[config.mk]
export PLATFORM = sky130hd
export DESIGN_NAME = dma_chan_seq
export DESIGN_NICKNAME = d
export VERILOG_FILES = /design/src/rtl/dma_chan_pkg.sv /design/src/rtl/dma_chan_cfg.sv /design/src/rtl/dma_chan_ptr.sv /design/src/rtl/dma_chan_seq.sv
export SDC_FILE = /design/constraint.sdc
export NUM_CORES = 1
export LEC_CHECK = 0
export ABC_CLOCK_PERIOD_IN_PS = 2900
export BUFFER_PORTS_ARGS = -buffer_cell sky130_fd_sc_hd__buf_2
export CELL_PAD_IN_SITES_DETAIL_PLACEMENT = 1
export CELL_PAD_IN_SITES_GLOBAL_PLACEMENT = 2
export CORE_MARGIN = 2
export CORE_UTILIZATION = 33
export DETAILED_ROUTE_END_ITERATION = 8
export PLACE_DENSITY_LB_ADDON = 0.08
export SYNTH_ARGS = -nofsm -noshare
export SYNTH_HDL_FRONTEND = slang
export SYNTH_SLANG_ARGS = --single-unit
[constraint.sdc]
create_clock -name clk_i -period 2.9 [get_ports clk_i]
set_clock_uncertainty 0.2 [all_clocks]
set_input_delay 0.29 -clock clk_i [delete_from_list [all_inputs] [get_ports clk_i]]
set_output_delay 0.29 -clock clk_i [all_outputs]
set_load 0.01 [all_outputs]
[src/rtl/dma_chan_pkg.sv]
package dma_chan_pkg;

  typedef enum logic [2:0] {ST_IDLE, ST_ARB, ST_RD, ST_WR, ST_ACKW} st_e;

  localparam logic [1:0] SEL_PBASE = 2'd0;
  localparam logic [1:0] SEL_MBASE = 2'd1;
  localparam logic [1:0] SEL_CNT   = 2'd2;
  localparam logic [1:0] SEL_CTRL  = 2'd3;

  // control word bits [9:1]; bit 0 is enable
  typedef struct packed {
    logic       m2m;
    logic       circ;
    logic [1:0] mwid;
    logic [1:0] pwid;
    logic       minc;
    logic       pinc;
    logic       dir;
  } ctrl_t;

  function automatic logic [2:0] wid_bytes(input logic [1:0] w);
    case (w)
      2'd0:    return 3'd1;
      2'd1:    return 3'd2;
      default: return 3'd4;
    endcase
  endfunction

  function automatic logic [31:0] wid_mask(input logic [1:0] w);
    case (w)
      2'd0:    return 32'h0000_00ff;
      2'd1:    return 32'h0000_ffff;
      default: return 32'hffff_ffff;
    endcase
  endfunction

  function automatic logic is_aligned(input logic [1:0] a, input logic [1:0] w);
    case (w)
      2'd0:    return 1'b1;
      2'd1:    return ~a[0];
      default: return (a == 2'b00);
    endcase
  endfunction

endpackage

[src/rtl/dma_chan_cfg.sv]
module dma_chan_cfg
  import dma_chan_pkg::*;
#(
  parameter int unsigned AW = 32,
  parameter int unsigned CW = 16
) (
  input  logic          clk_i,
  input  logic          rst_ni,
  input  logic          we_i,
  input  logic [1:0]    sel_i,
  input  logic [AW-1:0] wdata_i,
  input  logic          clr_en_i,
  output logic [AW-1:0] pbase_o,
  output logic [AW-1:0] mbase_o,
  output logic [CW-1:0] cnt_o,
  output ctrl_t         ctrl_o,
  output logic          en_o,
  output logic          start_o,
  output logic          zero_o
);

  logic [AW-1:0] pbase_q, mbase_q;
  logic [CW-1:0] cnt_q;
  ctrl_t         ctrl_q;
  logic          en_q, start_q;
  logic          ctrl_wr;

  assign ctrl_wr = we_i && (sel_i == SEL_CTRL);

  always_ff @(posedge clk_i or negedge rst_ni) begin
    if (!rst_ni) begin
      pbase_q <= '0;
      mbase_q <= '0;
      cnt_q   <= '0;
      ctrl_q  <= '0;
      en_q    <= 1'b0;
      start_q <= 1'b0;
    end else begin
      start_q <= 1'b0;
      if (clr_en_i) en_q <= 1'b0;
      if (we_i) begin
        if (!en_q) begin
          case (sel_i)
            SEL_PBASE: pbase_q <= wdata_i;
            SEL_MBASE: mbase_q <= wdata_i;
            SEL_CNT:   cnt_q   <= wdata_i[CW-1:0];
            default: begin
              ctrl_q <= ctrl_t'(wdata_i[9:1]);
              if (wdata_i[0] && cnt_q != '0) begin
                en_q    <= 1'b1;
                start_q <= 1'b1;
              end
            end
          endcase
        end else if (ctrl_wr && !wdata_i[0]) begin
          en_q <= 1'b0;
        end
      end
    end
  end

  // enable with an empty count: finish at once
  assign zero_o  = ctrl_wr && !en_q && wdata_i[0] && (cnt_q == '0);
  assign pbase_o = pbase_q;
  assign mbase_o = mbase_q;
  assign cnt_o   = cnt_q;
  assign ctrl_o  = ctrl_q;
  assign en_o    = en_q;
  assign start_o = start_q;

  a_r11_pbase_locked: assert property (@(posedge clk_i) disable iff (!rst_ni)
    en_q |=> $stable(pbase_q));
  a_r11_cnt_locked: assert property (@(posedge clk_i) disable iff (!rst_ni)
    en_q |=> $stable(cnt_q));

endmodule

[src/rtl/dma_chan_ptr.sv]
module dma_chan_ptr
  import dma_chan_pkg::*;
#(
  parameter int unsigned AW = 32
) (
  input  logic          clk_i,
  input  logic          rst_ni,
  input  logic [AW-1:0] base_i,
  input  logic          load_i,
  input  logic          adv_i,
  input  logic          inc_i,
  input  logic [1:0]    wid_i,
  output logic [AW-1:0] cur_o
);

  logic [AW-1:0] cur_q, step;

  assign step = inc_i ? AW'(wid_bytes(wid_i)) : '0;

  always_ff @(posedge clk_i or negedge rst_ni) begin
    if (!rst_ni)      cur_q <= '0;
    else if (load_i)  cur_q <= base_i;
    else if (adv_i)   cur_q <= cur_q + step;
  end

  assign cur_o = cur_q;

  a_r3_fixed_when_off: assert property (@(posedge clk_i) disable iff (!rst_ni)
    (!inc_i && !load_i) |=> $stable(cur_q));

endmodule

[src/rtl/dma_chan_seq.sv]
module dma_chan_seq
  import dma_chan_pkg::*;
#(
  parameter int unsigned AW = 32,
  parameter int unsigned DW = 32,
  parameter int unsigned CW = 16
) (
  input  logic          clk_i,
  input  logic          rst_ni,
  input  logic          cfg_we_i,
  input  logic [1:0]    cfg_sel_i,
  input  logic [AW-1:0] cfg_wdata_i,
  output logic          chan_en_o,
  output logic [CW-1:0] remain_o,
  output logic          arb_req_o,
  input  logic          arb_gnt_i,
  input  logic          preq_i,
  output logic          pack_o,
  output logic          bus_req_o,
  output logic          bus_we_o,
  output logic [AW-1:0] bus_addr_o,
  output logic [1:0]    bus_size_o,
  output logic [DW-1:0] bus_wdata_o,
  input  logic [DW-1:0] bus_rdata_i,
  input  logic          bus_ready_i,
  input  logic          bus_err_i,
  output logic          half_o,
  output logic          done_o,
  output logic          err_o
);

  localparam int unsigned NSIDE = 2; // 0 peripheral, 1 memory

  logic [AW-1:0] pbase, mbase;
  logic [CW-1:0] cnt_prog;
  ctrl_t         ctrl;
  logic          en, start, zero_done;
  logic          clr_en, load_p, adv;

  dma_chan_cfg #(.AW(AW), .CW(CW)) u_cfg (
    .clk_i    (clk_i),
    .rst_ni   (rst_ni),
    .we_i     (cfg_we_i),
    .sel_i    (cfg_sel_i),
    .wdata_i  (cfg_wdata_i),
    .clr_en_i (clr_en),
    .pbase_o  (pbase),
    .mbase_o  (mbase),
    .cnt_o    (cnt_prog),
    .ctrl_o   (ctrl),
    .en_o     (en),
    .start_o  (start),
    .zero_o   (zero_done)
  );

  logic [AW-1:0] side_base [NSIDE];
  logic          side_inc  [NSIDE];
  logic [1:0]    side_wid  [NSIDE];
  logic [AW-1:0] side_cur  [NSIDE];

  assign side_base[0] = pbase;
  assign side_base[1] = mbase;
  assign side_inc[0]  = ctrl.pinc;
  assign side_inc[1]  = ctrl.minc;
  assign side_wid[0]  = ctrl.pwid;
  assign side_wid[1]  = ctrl.mwid;

  for (genvar g = 0; g < NSIDE; g++) begin : g_side
    dma_chan_ptr #(.AW(AW)) u_ptr (
      .clk_i  (clk_i),
      .rst_ni (rst_ni),
      .base_i (side_base[g]),
      .load_i (load_p),
      .adv_i  (adv),
      .inc_i  (side_inc[g]),
      .wid_i  (side_wid[g]),
      .cur_o  (side_cur[g])
    );
  end

  logic          src_sel, dst_sel;
  logic [AW-1:0] src_addr, dst_addr;
  logic [1:0]    src_wid, dst_wid;
  logic          circ_eff, trigger, addr_ok;

  assign src_sel  = ctrl.dir;
  assign dst_sel  = ~ctrl.dir;
  assign src_addr = side_cur[src_sel];
  assign dst_addr = side_cur[dst_sel];
  assign src_wid  = side_wid[src_sel];
  assign dst_wid  = side_wid[dst_sel];
  assign circ_eff = ctrl.circ & ~ctrl.m2m;
  assign trigger  = ctrl.m2m | preq_i;
  assign addr_ok  = is_aligned(src_addr[1:0], src_wid) && is_aligned(dst_addr[1:0], dst_wid);

  st_e           st_q, st_n;
  logic [CW-1:0] rem_q, rem_n, rem_dec;
  logic [DW-1:0] data_q;
  logic          pack_q, half_q, done_q, err_q;
  logic          ack_set, ack_clr, half_c, done_c, err_c;

  assign rem_dec = rem_q - CW'(1);

  always_comb begin
    st_n    = st_q;
    rem_n   = rem_q;
    clr_en  = 1'b0;
    load_p  = 1'b0;
    adv     = 1'b0;
    ack_set = 1'b0;
    ack_clr = 1'b0;
    half_c  = 1'b0;
    done_c  = 1'b0;
    err_c   = 1'b0;
    unique case (st_q)
      ST_IDLE: if (start) begin
        load_p = 1'b1;
        rem_n  = cnt_prog;
        st_n   = ST_ARB;
      end
      ST_ARB: begin
        if (!en) st_n = ST_IDLE;
        else if (trigger && arb_gnt_i) begin
          if (addr_ok) begin
            ack_set = ~ctrl.m2m;
            st_n    = ST_RD;
          end else begin
            err_c  = 1'b1;
            clr_en = 1'b1;
            st_n   = ST_IDLE;
          end
        end
      end
      ST_RD, ST_WR: if (bus_ready_i) begin
        if (bus_err_i) begin
          err_c   = 1'b1;
          clr_en  = 1'b1;
          ack_clr = 1'b1;
          st_n    = ST_IDLE;
        end else if (st_q == ST_RD) begin
          st_n = ST_WR;
        end else begin
          adv    = 1'b1;
          rem_n  = rem_dec;
          half_c = (rem_dec == (cnt_prog >> 1));
          st_n   = ctrl.m2m ? ST_ARB : ST_ACKW;
          if (rem_q == CW'(1)) begin
            done_c = 1'b1;
            if (circ_eff) begin
              load_p = 1'b1;
              rem_n  = cnt_prog;
            end else begin
              clr_en = 1'b1;
              if (ctrl.m2m) st_n = ST_IDLE;
            end
          end
        end
      end
      ST_ACKW: if (!preq_i) begin
        ack_clr = 1'b1;
        st_n    = en ? ST_ARB : ST_IDLE;
      end
      default: st_n = ST_IDLE;
    endcase
  end

  always_ff @(posedge clk_i or negedge rst_ni) begin
    if (!rst_ni) begin
      st_q   <= ST_IDLE;
      rem_q  <= '0;
      data_q <= '0;
      pack_q <= 1'b0;
      half_q <= 1'b0;
      done_q <= 1'b0;
      err_q  <= 1'b0;
    end else begin
      st_q   <= st_n;
      rem_q  <= rem_n;
      half_q <= half_c;
      done_q <= done_c | zero_done;
      err_q  <= err_c;
      if (ack_set)      pack_q <= 1'b1;
      else if (ack_clr) pack_q <= 1'b0;
      if (st_q == ST_RD && bus_ready_i && !bus_err_i)
        data_q <= bus_rdata_i & DW'(wid_mask(src_wid));
    end
  end

  assign bus_req_o   = (st_q == ST_RD) || (st_q == ST_WR);
  assign bus_we_o    = (st_q == ST_WR);
  assign bus_addr_o  = bus_we_o ? dst_addr : src_addr;
  assign bus_size_o  = bus_we_o ? dst_wid : src_wid;
  assign bus_wdata_o = data_q & DW'(wid_mask(dst_wid));
  assign arb_req_o   = (st_q == ST_ARB) && en && trigger;
  assign pack_o      = pack_q;
  assign chan_en_o   = en;
  assign remain_o    = rem_q;
  assign half_o      = half_q;
  assign done_o      = done_q;
  assign err_o       = err_q;

  a_r9_bus_aligned: assert property (@(posedge clk_i) disable iff (!rst_ni)
    bus_req_o |-> is_aligned(bus_addr_o[1:0], bus_size_o));
  a_r1_bus_needs_items: assert property (@(posedge clk_i) disable iff (!rst_ni)
    bus_req_o |-> (remain_o != '0));
  a_r8_ack_covers_access: assert property (@(posedge clk_i) disable iff (!rst_ni)
    (bus_req_o && !ctrl.m2m) |-> pack_o);
  a_r8_ack_release: assert property (@(posedge clk_i) disable iff (!rst_ni)
    (st_q == ST_ACKW && !preq_i) |=> !pack_o);
  a_r10_err_not_done: assert property (@(posedge clk_i) disable iff (!rst_ni)
    !(err_o && done_o));

endmodule

After elaboration in Yosys (flattened, before gate mapping)
Index checks and enable logic that the tools add are counted.
- bits in registers: 210
- latch bits: 0
- memory bits (writable): 0
- bits in read-only memories: 0
- bits of input ports: 73
- output and inout bits: 90
- memories: 0
- add/subtract/negate cells: 3
- multiply operators: 0
- div/mod/pow operators: 0
- order comparisons: 2
- eq/ne operators: 19
- shift-type cells: 0
- muxes and demuxes: 98
- bitwise operators: 13
- reductions and logical operators: 37
- operators by type and width (cell ; number):
    32-bit 2-to-1 mux ; 12
    32-bit one-hot mux with 2 select lines ; 2
    16-bit 2-to-1 mux ; 6
    32-bit adder ; 2
    32-bit bitwise AND ; 2
    1-bit 2-to-1 mux ; 47
    3-bit 2-to-1 mux ; 13
    16-bit one-hot mux with 2 select lines ; 1
    16-bit by 1-bit == test with 1-bit output (second input constant) ; 1
    16-bit by 15-bit == test with 1-bit output ; 1
    16-bit logical NOT ; 1
    2-bit 2-to-1 mux ; 8
    16-bit nonzero test ; 1
    16-bit by 1-bit subtractor with 16-bit output (second input constant) ; 1
    2-bit logical NOT ; 7
    1-bit logical AND ; 12
    1-bit one-hot mux with 2 select lines ; 6
    3-bit one-hot mux with 2 select lines ; 2
    3-bit one-hot mux with 4 select lines ; 1
    3-bit AND reduction ; 4
    2-bit by 1-bit == test with 1-bit output (second input constant) ; 5
    2-bit inequality test (second input constant) ; 4
    3-bit by 2-bit == test with 1-bit output (second input constant) ; 2
    1-bit inverter ; 6
    17 further kinds ; 25

Logic depth before layout (Yosys ltp)
Gate-level depths: netlist (run 1).
- word-level depth: 17
- depth in mapped cells: 12
- gate-level depth less buffers: 11

Cells and area by module
From an unflattened synthesis (run 1), not the netlist that was laid out.
- cells, all modules: 1065
- area total of the unflattened synthesis: 11215.8 um^2
- modules (own cells, without submodules) (module ; instances ; cells an instance ; area each (um^2) ; seq. area each (um^2)):
    dma_chan_ptr ; 2 ; 208 ; 1938.1 ; 800.8
    dma_chan_seq ; 1 ; 443 ; 3854.9 ; 1376.3
    dma_chan_cfg ; 1 ; 206 ; 3484.6 ; 2277.2

Least setup slack after synthesis (run 1)
No wires, ideal clock.
- path type: reg2out
- start point: reg st_q[2]
- end point: out bus_addr_o[10]
- arrival: 2.344 ns
- path slack: 0.066 ns
- cell stages (with the launch flop): 10
- cells stage by stage: dfrtp_1 clkbuf_1 inv_1 nand2_1 inv_2 and2_1 clkbuf_1 xnor2_1 buf_2 mux2_2
- word-level cells in the longest chain between the ends: 2
- ends and longest elaborated chain (item ; line ; RTL):
    from (decl) ; dma_chan_seq.sv:96 ; st_e st_q, st_n;
    from (signal assigned) ; dma_chan_seq.sv:177 ; st_q <= st_n;
    3-bit by 2-bit == test with 1-bit output ; dma_chan_seq.sv:190 ; assign bus_we_o = (st_q == ST_WR);
    named net bus_we_o ; dma_chan_seq.sv:20 ; output logic bus_we_o,
    32-bit 2-to-1 mux ; dma_chan_seq.sv:191 ; assign bus_addr_o = bus_we_o ? dst_addr : src_addr;
    to (decl) ; dma_chan_seq.sv:21 ; output logic [AW-1:0] bus_addr_o,
The timed path passes the listed nets, and every way through them passes these cells.

Worst setup path after layout (run 1)
- start point: reg u_cfg.ctrl_q, in the netlist u_cfg.ctrl_o[3]
- end point: reg g_side[0].u_ptr.cur_q[28]
- word-level cells in the longest chain between the ends: 6
- ends and longest elaborated chain (item ; line ; RTL):
    from (decl) ; dma_chan_cfg.sv:24 ; ctrl_t ctrl_q;
    from (signal assigned) ; dma_chan_cfg.sv:48 ; ctrl_q <= ctrl_t'(wdata_i[9:1]);
    2-bit by 1-bit == test with 1-bit output / 2-bit logical NOT (equally long branches) ; dma_chan_pkg.sv:22 ; case (w)
    3-bit one-hot mux with 2 select lines (*) ; dma_chan_pkg.sv:22 ;
    3-bit 2-to-1 mux (*) ; dma_chan_ptr.sv:18 ; assign step = inc_i ? AW'(wid_bytes(wid_i)) : '0;
    32-bit adder (*) ; dma_chan_ptr.sv:23 ; else if (adv_i) cur_q <= cur_q + step;
    32-bit 2-to-1 mux (*) ; dma_chan_ptr.sv:23 ;
    32-bit 2-to-1 mux (*) ; dma_chan_ptr.sv:22 ; else if (load_i) cur_q <= base_i;
    to (signal assigned) ; dma_chan_ptr.sv:22 ;
    to (signal assigned) ; dma_chan_ptr.sv:23 ;
    to (decl) ; dma_chan_ptr.sv:16 ; logic [AW-1:0] cur_q, step;
Every way passes the cells marked *; elsewhere a longest branch is shown, timed or not. The select of a mux whose other input is x is not followed.
A chain may end at the register's enable or synchronous reset.

==> summary.txt, run 1 <==
Floorplanning
  – Cell Rows: 66
  – Die width: 187 um
  – CORE AREA: 32700 um^2
  – Initial Util: 33.7%
  – Io pins: 163
  – Die ar.: 34900 um^2
  – Die Span Y: 187 um

Timing
  – Min Clock Period, post-route: 2.81 ns
  – Unrepaired setup endpoints after global routing: true
  – Slew margin rel.: 42.5%
  – Tcrit/Tclk final: 96.9%
  – Final Max Slew Viols: 0
  – Worst slew pin tran: 0.861 ns
  – Hold Violations, Final: 0
  – F_max: 356 MHz
  – Final setup fails: 0

Pwr
  – Net Sw Frac: 37.5%
  – NetSw: 5.56 mW
  – Worst vdd ir: 0.457 mV
  – Leakage: 6.45 nW
  – Combinational power share: 39.3%
  – Power per cell area: 1000 nW/um^2
  – Sequential Power Share: 37.2%
  – Power share of the clock group: 23.5%
  – Design Power: 14.8 mW
  – Int Pwr: 9.27 mW

Synth
  – Synth Area in XOR/XNOR: 5.08%
  – Fraction of registers with async set/reset: 100%
  – Synth Flop Type: dfrtp_1
  – #FFs+latches synth: 210
  – Synth top area cells: dfrtp_1 48%, mux2_2 12%, o21ai_0 5.2%
  – Simple-gate share of the synthesized area: 19.0%
  – Post-synth top cells: 210 x dfrtp_1, 153 x nand2_1, 118 x mux2_2
  – Post-synthesis sequential area ratio: 47.7%
  – Warnings from Yosys: 0
  – Adder-Cell Fraction of Synth Area: 1.27%
  – Mux share of post-synthesis cell area: 12.3%
  – Syn_area_per_cell: 9.92 um^2
  – Largest family of logic cells by synthesized area: simple AND/OR/NAND/NOR gates
  – Yosys top cell area share: 47.7%
  – Synth Area in Compound Gates: 11.1%
  – Synth Instances: 1111
  – Number of flops mapped to enable cells by yosys: 0
  – Net Count, Synth: 1194
  – Unique cell type count in the Yosys netlist: 61
  – Synth area leader: dfrtp_1
  – Count leader, synth: dfrtp_1
  – Post-Syn Area: 11000 um^2

Worst setup path
  – Crit Path Class: reg2reg
  – Req. time, crit path: 3.11 ns
  – Slowest stage delay, CP: 0.58 ns
  – CP endpoint kind: register
  – Slowest CP cell: or4_4
  – Startpoint types: register
  – WP data arrival: 3.02 ns
  – Crit-path max FO: 4
  – CP cell instances: nor2_2 -> and2_4 -> ha_4 -> inv_2 -> fa_2 -> nor2b_2 -> o211ai_1 -> or4_4 -> nor3_4 -> xnor2_1 -> o21ai_1

Route
  – Drt pass-1 iters: 5
  – DR iter-0 viols: 368
  – # DRC: 0
  – Via density: 5.09
  – Final ANT Viol Nets: 0
  – Via count: 9499
  – Total Wirelength: 36600 um
  – Routed length per instance: 19.6 um

Clock network
  – H-tree Lvls: 1
  – Clk pin slew, worst setup/hold paths: 0.06 ns
  – CTS tree: yes
  – Root Buffer: clkbuf_16
  – Clk_lat worst skew: 0.53 ns
  – Clock sinks: 210
  – CTS Buf Count: 26
  – Maximum buffer depth of the clock tree: 3

GRT
  – First-pass GRT wire length: 58400 um
  – Initial antenna violation count: 0
  – Global-route usage over all layers: 20.8%
  – Vias in the first global route: 10200
  – Gr ovfl total: 0
  – Largest net degree at the start of global routing: 74

Final layout
  – Multi-input logic area: 5580 um^2
  – Final core utilization: 45.3%
  – Synthesis-to-layout area growth: 34.3%
  – Fillers: 3723
  – Layout cells sized above 1: 33.0%
  – Register area: 5260 um^2
  – Final Net Count: 1487
  – Design Area, Final: 14800 um^2
  – N_diodes: 0

Job
  – Max-cap violations: 0

Placement
  – Dpl hpwl: 25100 um
  – Buffers on Ports: 162
  – Routability cong.: 0.790
  – Placed cell area: 12900 um^2

Min path
  – HP Class: in2reg

Run status
  – Run status: finished, final reports clean
kinds of logic (layout without fill, tap and decap cells):
family,after synthesis,after routing
adders and majority gates,10,10
muxes,121,121
xor gates and xnor gates,64,64
AOI/OAI and AO/OA,211,211
DFF,210,210
and+or+nand+nor,407,407
buffers and inverters,88,401
state kept, by name, summed over array words and instances, names as in the netlist, 3 cells and up:
register            count
g_side.u_ptr.cur_o     64
u_cfg.pbase_o          32
u_cfg.ctrl_o            9
data_q                 32
u_cfg.mbase_o          32
remain_o               16
u_cfg.cnt_o            16
st_q                    3
metal layers:
layer  wire (um)  vias up  track usage, %  share of wire, %
li1            -     4548               -                 -
met1       17200     4774            28.5                47
met2       17800      148            35.9                49
met3        1100       29            2.50               3.0
met4         482        0            3.45               1.3
met5           0        -               0                 0
worst max-delay path, delay by kind of cell (launching register included):
| kind | cells | cell delay, ns |
|---|---|---|
| adders and majority gates | 2 | 0.48 |
| and+or+nand+nor | 5 | 1.15 |
| xor gates and xnor gates | 1 | 0.14 |
| DFF | 1 | 0.40 |
| AOI/OAI and AO/OA | 2 | 0.29 |
| buffers and inverters | 1 | 0.03 |
repair_timing:
item / in CTS / in global routing
endpoints found under the setup margin: 36 / 85
gates cloned: 1 / 1
hold endpoints to repair: 197 / 0
hold buffers: 70 / 0
pin swaps: 2 / 9
setup buffers: 5 / 9
gates resized for setup: 11 / 32
layout by cell type (no fill, tap or decap), types with 10 or more instances in the layout:
cell type        n
nor3_1          20
buf_4           92
nand4_1         26
mux2_2         118
xnor2_1         32
and2_1          12
o21ai_0        111
xor2_1          31
nand3_1         43
a31oi_1         10
buf_2          161
nor2b_1         20
nor2_1          27
nand2_1        152
inv_1           15
clkbuf_16       28
and3_1          23
dlygate4sd3_1   70
nor4_1          14
dfrtp_1        210
a21oi_1         31
a22oi_1         11
or3_1           10
final timing paths:
kind                                 startpoint                   endpoint  slack [ns]  depth (start not counted)
worst min register to register       data_q[23]                 data_q[23]        0.27                          2
min in group asynchronous                rst_ni               remain_o[10]        0.12                          2
worst min-delay path                bus_ready_i                    st_q[1]        0.03                          4
worst max-delay path            u_cfg.ctrl_o[3]  g_side[0].u_ptr.cur_o[28]        0.09                         11
max in group asynchronous                rst_ni                 data_q[10]        1.55                          3
worst max register to register  u_cfg.ctrl_o[3]  g_side[0].u_ptr.cur_o[28]        0.09                         11
cell type report:
type / instances / share of cell area, %
multi-input cells: 813 / 37.7
clock buffers: 36 / 4.99
well taps: 442 / 3.73
inverters: 18 / 0.456
flip-flops and latches: 210 / 35.5
clock inverters: 12 / 1.21
repair buffers: 335 / 16.5
power by group through the flow:
| stage | logic (mW) | clock network [mW] | registers, mW |
|---|---|---|---|
| 5_1_grt | 6.48 | 3.68 | 5.75 |
| 4_1_cts | 5.76 | 3.57 | 5.51 |
| 3_5_place_dp | 5.46 | 0 | 5.54 |
| 2_1_floorplan | 3.51 | 0 | 5.20 |
| 6_report | 5.83 | 3.48 | 5.52 |
| 3_3_place_gp | 5.37 | 0 | 5.50 |
per-stage QoR:
step	instances	setup TNS [ns]	hold WS, ns	worst slack (ns)
finish	1866	0	0.0326	0.0909
global route	1866	-0.0239	0.0683	-0.0222
CTS	1856	-0.0173	0.0216	-0.0173
detailed placement	1732	-0.180	0.107	-0.115
global placement	1732	-0.0796	0.113	-0.0611
floorplan	1111	0	-0.206	0.0657
No activity file was read; power rests on OpenSTA's default activity.
==> run 2, diff against run 1 <==
==> constraint.sdc (replaced) <==
create_clock -name clk_i -period 2.9 [get_ports clk_i]
set_clock_uncertainty 0.2 [all_clocks]
set_input_delay 0.29 -clock clk_i [delete_from_list [all_inputs] [get_ports clk_i]]
set_output_delay 0.29 -clock clk_i [all_outputs]
set_load 0.02 [all_outputs]
==> summary.txt, run 2 (synthesis results as in run 1) <==
Worst setup path
  – R2R Setup Slk: 0.07 ns
  – Req. time, crit path: 3.13 ns
  – CP cell instances: nor2_2 -> and2_1 -> ha_2 -> inv_2 -> fa_2 -> nor2b_2 -> o211ai_1 -> or4_4 -> nor3_4 -> xnor2_1 -> o21ai_1
  – Slowest stage delay, CP: 0.53 ns
  – Reg-to-reg endpoint: g_side[0].u_ptr.cur_o[28]
  – Crit-path max FO: 4
  – Crit path launch: u_cfg.ctrl_o[3]
  – CP endpoint kind: register
  – Slowest CP cell: or4_4
  – Startpoint types: register
  – Worst R2R Start: u_cfg.ctrl_o[3]
  – Cell count of the worst reg-to-reg path: 11
  – WP data arrival: 3.05 ns
  – Crit Path Class: reg2reg

Route
  – Final ANT Viol Nets: 0
  – Total Wirelength: 36900 um
  – # DRC: 0
  – Via count: 9578
  – Routed wl met3: 1300 um
  – Drt pass-1 iters: 4
  – DR iter-0 viols: 391
  – Via density: 5.10
  – Routed length per instance: 19.6 um
  – WL met2: 17600 um
  – M1 wire length: 17200 um
  – Top Layer Used: met4

Placement
  – Buffers on Ports: 162
  – Placed cell area: 13000 um^2
  – Dpl hpwl: 25300 um
  – Cells after DPL: 1742
  – Place WS: -0.0899 ns
  – Routability cong.: 0.793

Pwr
  – Worst vdd ir: 0.544 mV
  – Leakage: 6.72 nW
  – Power per cell area: 1060 nW/um^2

Final layout
  – Largest register FFs: 64
  – Synthesis-to-layout area growth: 38.5%
  – Register area: 5260 um^2
  – Final core utilization: 46.7%
  – Multi-input logic area: 5690 um^2
  – Design Area, Final: 15300 um^2
  – N_diodes: 0
  – Commonest cells after routing, fill and taps aside: 210 x dfrtp_1, 151 x nand2_1, 137 x buf_2
  – Commonest non-fill, non-tap cell in the layout: dfrtp_1
  – Fillers: 3683
  – Fin cells: 1879
  – Layout cells sized above 1: 34.2%
  – Final Net Count: 1501

Timing
  – Worst slew pin tran: 0.587 ns
  – Final Max Slew Viols: 0
  – Post-route setup slack: 0.0721 ns
  – Hold Violations, Final: 0
  – Min Clock Period, post-route: 2.83 ns
  – Slew margin rel.: 60.7%
  – F_max: 354 MHz
  – Tcrit/Tclk final: 97.5%
  – Unrepaired setup endpoints after global routing: true
  – Final setup fails: 0
  – Setup TNS: 0 ns

GRT
  – Gr ovfl total: 0
  – Global-route usage over all layers: 21.0%
  – First-pass GRT wire length: 58200 um
  – Largest net degree at the start of global routing: 61
  – Vias in the first global route: 9997
  – Initial antenna violation count: 0

Floorplanning
  – Die Span Y: 187 um
  – Die ar.: 34900 um^2
  – Io pins: 163
  – Cell Rows: 66
  – Die width: 187 um
  – Initial Util: 33.7%
  – CORE AREA: 32700 um^2

Min path
  – Hold path startpoint: bus_ready_i
  – Hold Path End: st_q[1]
  – HP Class: in2reg
  – Hold Crit Depth: 4

Clock network
  – Clk pin slew, worst setup/hold paths: 0.06 ns
  – Root Buffer: clkbuf_16
  – Maximum buffer depth of the clock tree: 3
  – H-tree Lvls: 1
  – CTS Buf Count: 26
  – Clock sinks: 210
  – CTS tree: yes
  – Clk_lat worst skew: 0.54 ns

Job
  – Max-cap violations: 0

Run status
  – Run status: finished, final reports clean
[run 2: cell types whose count changed in the layout (fill, tap and decap cells not counted), moves of 2 or more]
cell,change
buf_12,+4
buf_16,+3
buf_2,-24
buf_4,+13
buf_6,+18
clkinv_2,+4
clkinv_4,-3
clkinvlp_4,-2
ha_2,+2
mux2_2,-23
mux2_4,+23
o21ai_0,-7
o21ai_1,+7
[run 2: what timing repair did]
action	4_1_cts	5_1_grt
pin swaps	4	7
gates resized for setup	35	91
cloned	3	1
hold endpoints to repair	285	0
endpoints found under the setup margin	42	107
hold buffers	70	0
buffers inserted	11	7
[run 2: worst max-delay path, delay by kind of cell (launching register included)]
kind                       cells  cell delay (ns)
DFF                            1             0.41
xor gates and xnor gates       1             0.14
buffers and inverters          1             0.04
and+or+nand+nor                5             1.08
AOI/OAI and AO/OA              2             0.31
adders and majority gates      2             0.53
[run 2: per-layer routing]
layer	global-route usage, %	vias to the layer above
met4	4.58	0
li1	-	4583
met5	0	-
met2	35.2	155
met3	2.80	40
met1	29.1	4800
[run 2: area by class of cell]
| class | instances | share of cell area [%] |
|---|---|---|
| multi-input combinational | 813 | 37.3 |
| clock inverter | 12 | 1.23 |
| clock buffer | 35 | 4.82 |
| sequential | 210 | 34.4 |
| tap | 442 | 3.62 |
| timing repair buffer | 349 | 18.2 |
| inverter | 18 | 0.443 |
[run 2: worst max-delay path by stage]
stage	end	slack (ns)	cells past startpoint
finish	g_side[0].u_ptr.cur_o[28]	0.07	11
global route	g_side[0].u_ptr.cur_o[18]	-0.07	12
CTS	bus_addr_o[3]	-0.07	11
detailed placement	g_side[0].u_ptr.cur_o[18]	-0.09	10
global placement	g_side[0].u_ptr.cur_o[18]	-0.10	10
floorplan	g_side[0].u_ptr.cur_o[31]	0.003	8
[run 2: stage by stage]
stage / hold WS (ns) / total power [mW]
after floorplan: -0.206 / 9.19
after global placement: 0.0775 / 11.4
after detailed placement: 0.0817 / 11.5
after CTS: 0.00476 / 15.8
after global routing: 0.0422 / 17.2
final: 0.0389 / 16.2
[run 2: where the power goes]
group	internal, mW	leakage [nW]	switching (mW)	total (mW)
Combinational	3.51	3.65	3.56	7.06
Sequential	4.24	2.61	1.32	5.56
Clock	2.21	0.454	1.32	3.53
Total	9.96	6.72	6.19	16.2
==> run 3, diff against run 2 <==
--- a/config.mk
+++ b/config.mk
@@ -10,9 +10,10 @@
 export CELL_PAD_IN_SITES_DETAIL_PLACEMENT = 1
 export CELL_PAD_IN_SITES_GLOBAL_PLACEMENT = 2
 export CORE_MARGIN = 2
-export CORE_UTILIZATION = 33
+export CORE_UTILIZATION = 34
 export DETAILED_ROUTE_END_ITERATION = 8
 export PLACE_DENSITY_LB_ADDON = 0.08
 export SYNTH_ARGS = -nofsm -noshare
 export SYNTH_HDL_FRONTEND = slang
+export SYNTH_HIERARCHICAL = 1
 export SYNTH_SLANG_ARGS = --single-unit
==> summary.txt, run 3 <==
Pwr
  – Power per cell area: 1060 nW/um^2
  – Worst vdd ir: 0.476 mV
  – Leakage: 6.23 nW

Synth
  – Synth Flop Type: dfrtp_1
  – Fraction of registers with async set/reset: 100%
  – #FFs+latches synth: 210
  – Count leader, synth: dfrtp_1
  – Yosys top cell area share: 46.9%
  – Unique cell type count in the Yosys netlist: 72
  – Number of flops mapped to enable cells by yosys: 0
  – Synth top area cells: dfrtp_1 47%, mux2_2 12%, nand2_1 4.5%
  – Synth area leader: dfrtp_1
  – Warnings from Yosys: 6
  – Syn_area_per_cell: 10.5 um^2
  – Post-synthesis sequential area ratio: 46.9%
  – Synth Instances: 1065
  – Post-synth top cells: 210 x dfrtp_1, 135 x nand2_1, 116 x mux2_2
  – Post-Syn Area: 11200 um^2
  – Net Count, Synth: 1148

Worst setup path
  – CP endpoint kind: primary output
  – Crit path buf inv count: 3
  – Startpoint types: register
  – Crit Path Class: reg2out
  – Slowest CP cell: dfrtp_1
  – Crit-path max FO: 33
  – Worst R2R Start: remain_o[1]
  – Req. time, crit path: 2.41 ns
  – Critical path's top delay family: buffers and inverters
  – Crit path launch: st_q[0]
  – CP cell instances: nand3b_1 -> buf_4 -> xor2_4 -> buf_12 -> mux2_2 -> buf_2
  – WP data arrival: 2.30 ns
  – Slowest stage delay, CP: 0.44 ns

GRT
  – Largest net degree at the start of global routing: 62
  – Global-route usage over all layers: 20.4%
  – First-pass GRT wire length: 54800 um
  – Gr ovfl total: 0
  – Initial antenna violation count: 0
  – Vias in the first global route: 9374

Route
  – Drt pass-1 iters: 4
  – Final ANT Viol Nets: 0
  – M1 wire length: 16100 um
  – Total Wirelength: 34300 um
  – Via count: 8882
  – Top Layer Used: met4
  – WL met2: 16500 um
  – # DRC: 0
  – Via density: 5.00
  – Routed wl met3: 1190 um
  – DR iter-0 viols: 368
  – Routed length per instance: 19.3 um

Placement
  – Dpl hpwl: 24200 um
  – Cells after DPL: 1657
  – Buffers on Ports: 162
  – Routability cong.: 0.796

Final layout
  – Final core utilization: 44.4%
  – Commonest cells after routing, fill and taps aside: 210 x dfrtp_1, 161 x buf_2, 135 x nand2_1
  – Layout cells sized above 1: 30.9%
  – Largest register FFs: 64
  – Commonest non-fill, non-tap cell in the layout: dfrtp_1
  – Synthesis-to-layout area growth: 28.8%
  – N_diodes: 0
  – Final Net Count: 1399
  – Fin cells: 1777

Timing
  – Final setup fails: 0
  – Tcrit/Tclk final: 96.2%
  – Unrepaired setup endpoints after global routing: false
  – Hold Violations, Final: 0
  – F_max: 358 MHz
  – Min Clock Period, post-route: 2.79 ns
  – Slew margin rel.: 50.6%
  – Worst slew pin tran: 0.741 ns
  – Setup TNS: 0 ns
  – Final Max Slew Viols: 0

Floorplanning
  – CORE AREA: 32500 um^2
  – Die width: 186 um
  – Io pins: 163
  – Cell Rows: 66
  – Initial Util: 34.5%
  – Die Span Y: 186 um
  – Die ar.: 34500 um^2

Clock network
  – H-tree Lvls: 1
  – Root Buffer: clkbuf_16
  – Clock sinks: 210
  – Postcts setup bufs: 0
  – Clk pin slew, worst setup/hold paths: 0.06 ns
  – CTS tree: yes
  – Clk_lat worst skew: 0.53 ns
  – CTS Buf Count: 27
  – Maximum buffer depth of the clock tree: 3

Min path
  – HP Class: in2async

Job
  – Max-cap violations: 0

Run status
  – Run status: finished, final reports clean
-- run 3: cell count changes after synthesis, sizes merged, moves of 11 or more --
cell    before  now
mux2       118  139
o21ai      119   96
clkbuf      43   28
and3        23   12
nand2      153  135
-- run 3: power breakdown --
group | total [mW] | leakage [nW] | switching, mW | internal, mW
logic | 5.99 | 3.15 | 3.26 | 2.72
registers | 5.68 | 2.59 | 1.41 | 4.27
clock network | 3.66 | 0.484 | 1.33 | 2.34
-- run 3: final timing paths --
check | end | slack (ns) | cells past startpoint
min in group clk_i | err_o | 0.11 | 5
setup / recovery | bus_addr_o[5] | 0.11 | 6
max in group asynchronous | u_cfg/mbase_o[17] | 1.57 | 3
hold reg to reg | data_q[10] | 0.27 | 2
hold / removal | u_cfg/mbase_o[13] | 0.11 | 2
setup reg to reg | half_o | 0.22 | 8
-- run 3: repair_timing --
action	4_1_cts	5_1_grt
gates resized for setup	0	5
endpoints found under the setup margin	0	3
endpoints found under the hold margin	198	0
hold buffers	72	0
-- run 3: area by class of cell --
cell class | instances | area (um^2)
Tap cell | 442 | 553
Clock inverter | 10 | 175
Inverter | 17 | 63.8
Timing Repair Buffer | 281 | 1970
Sequential cell | 210 | 5260
Fill cell | 3640 | 18100
Multi-Input combinational cell | 779 | 5640
Clock buffer | 38 | 797
-- run 3: per-stage QoR --
step | power (mW) | area, um^2 | hold slack (ns) | setup WS, ns
after floorplan | 9.48 | 11200 | -0.206 | 0.153
after global placement | 11.6 | 12700 | 0.0902 | 0.293
after detailed placement | 11.7 | 12700 | 0.0934 | 0.0604
after CTS | 15.5 | 14400 | 0.0932 | 0.0657
after global routing | 16.4 | 14400 | 0.143 | 0.00141
final | 15.3 | 14400 | 0.107 | 0.111
-- run 3: cell families (layout without fill, tap and decap cells) --
group	Yosys count	count (layout)	share of synthesized area, %
adder cells (fa/ha/maj)	10	10	1.25
multiplexers	145	145	14.5
flip-flops	210	210	46.9
AND/OR/NAND/NOR	369	369	18.3
XOR/XNOR	80	80	6.25
buffers and inverters	76	346	3.47
AO/OA/AOI/OAI	175	175	9.40
-- run 3: layer usage --
layer  vias up  global-route usage (%)
met5         -                       0
met2       142                    34.3
met1      4416                    28.1
met3        31                    2.86
li1       4293                       -
met4         0                    4.00
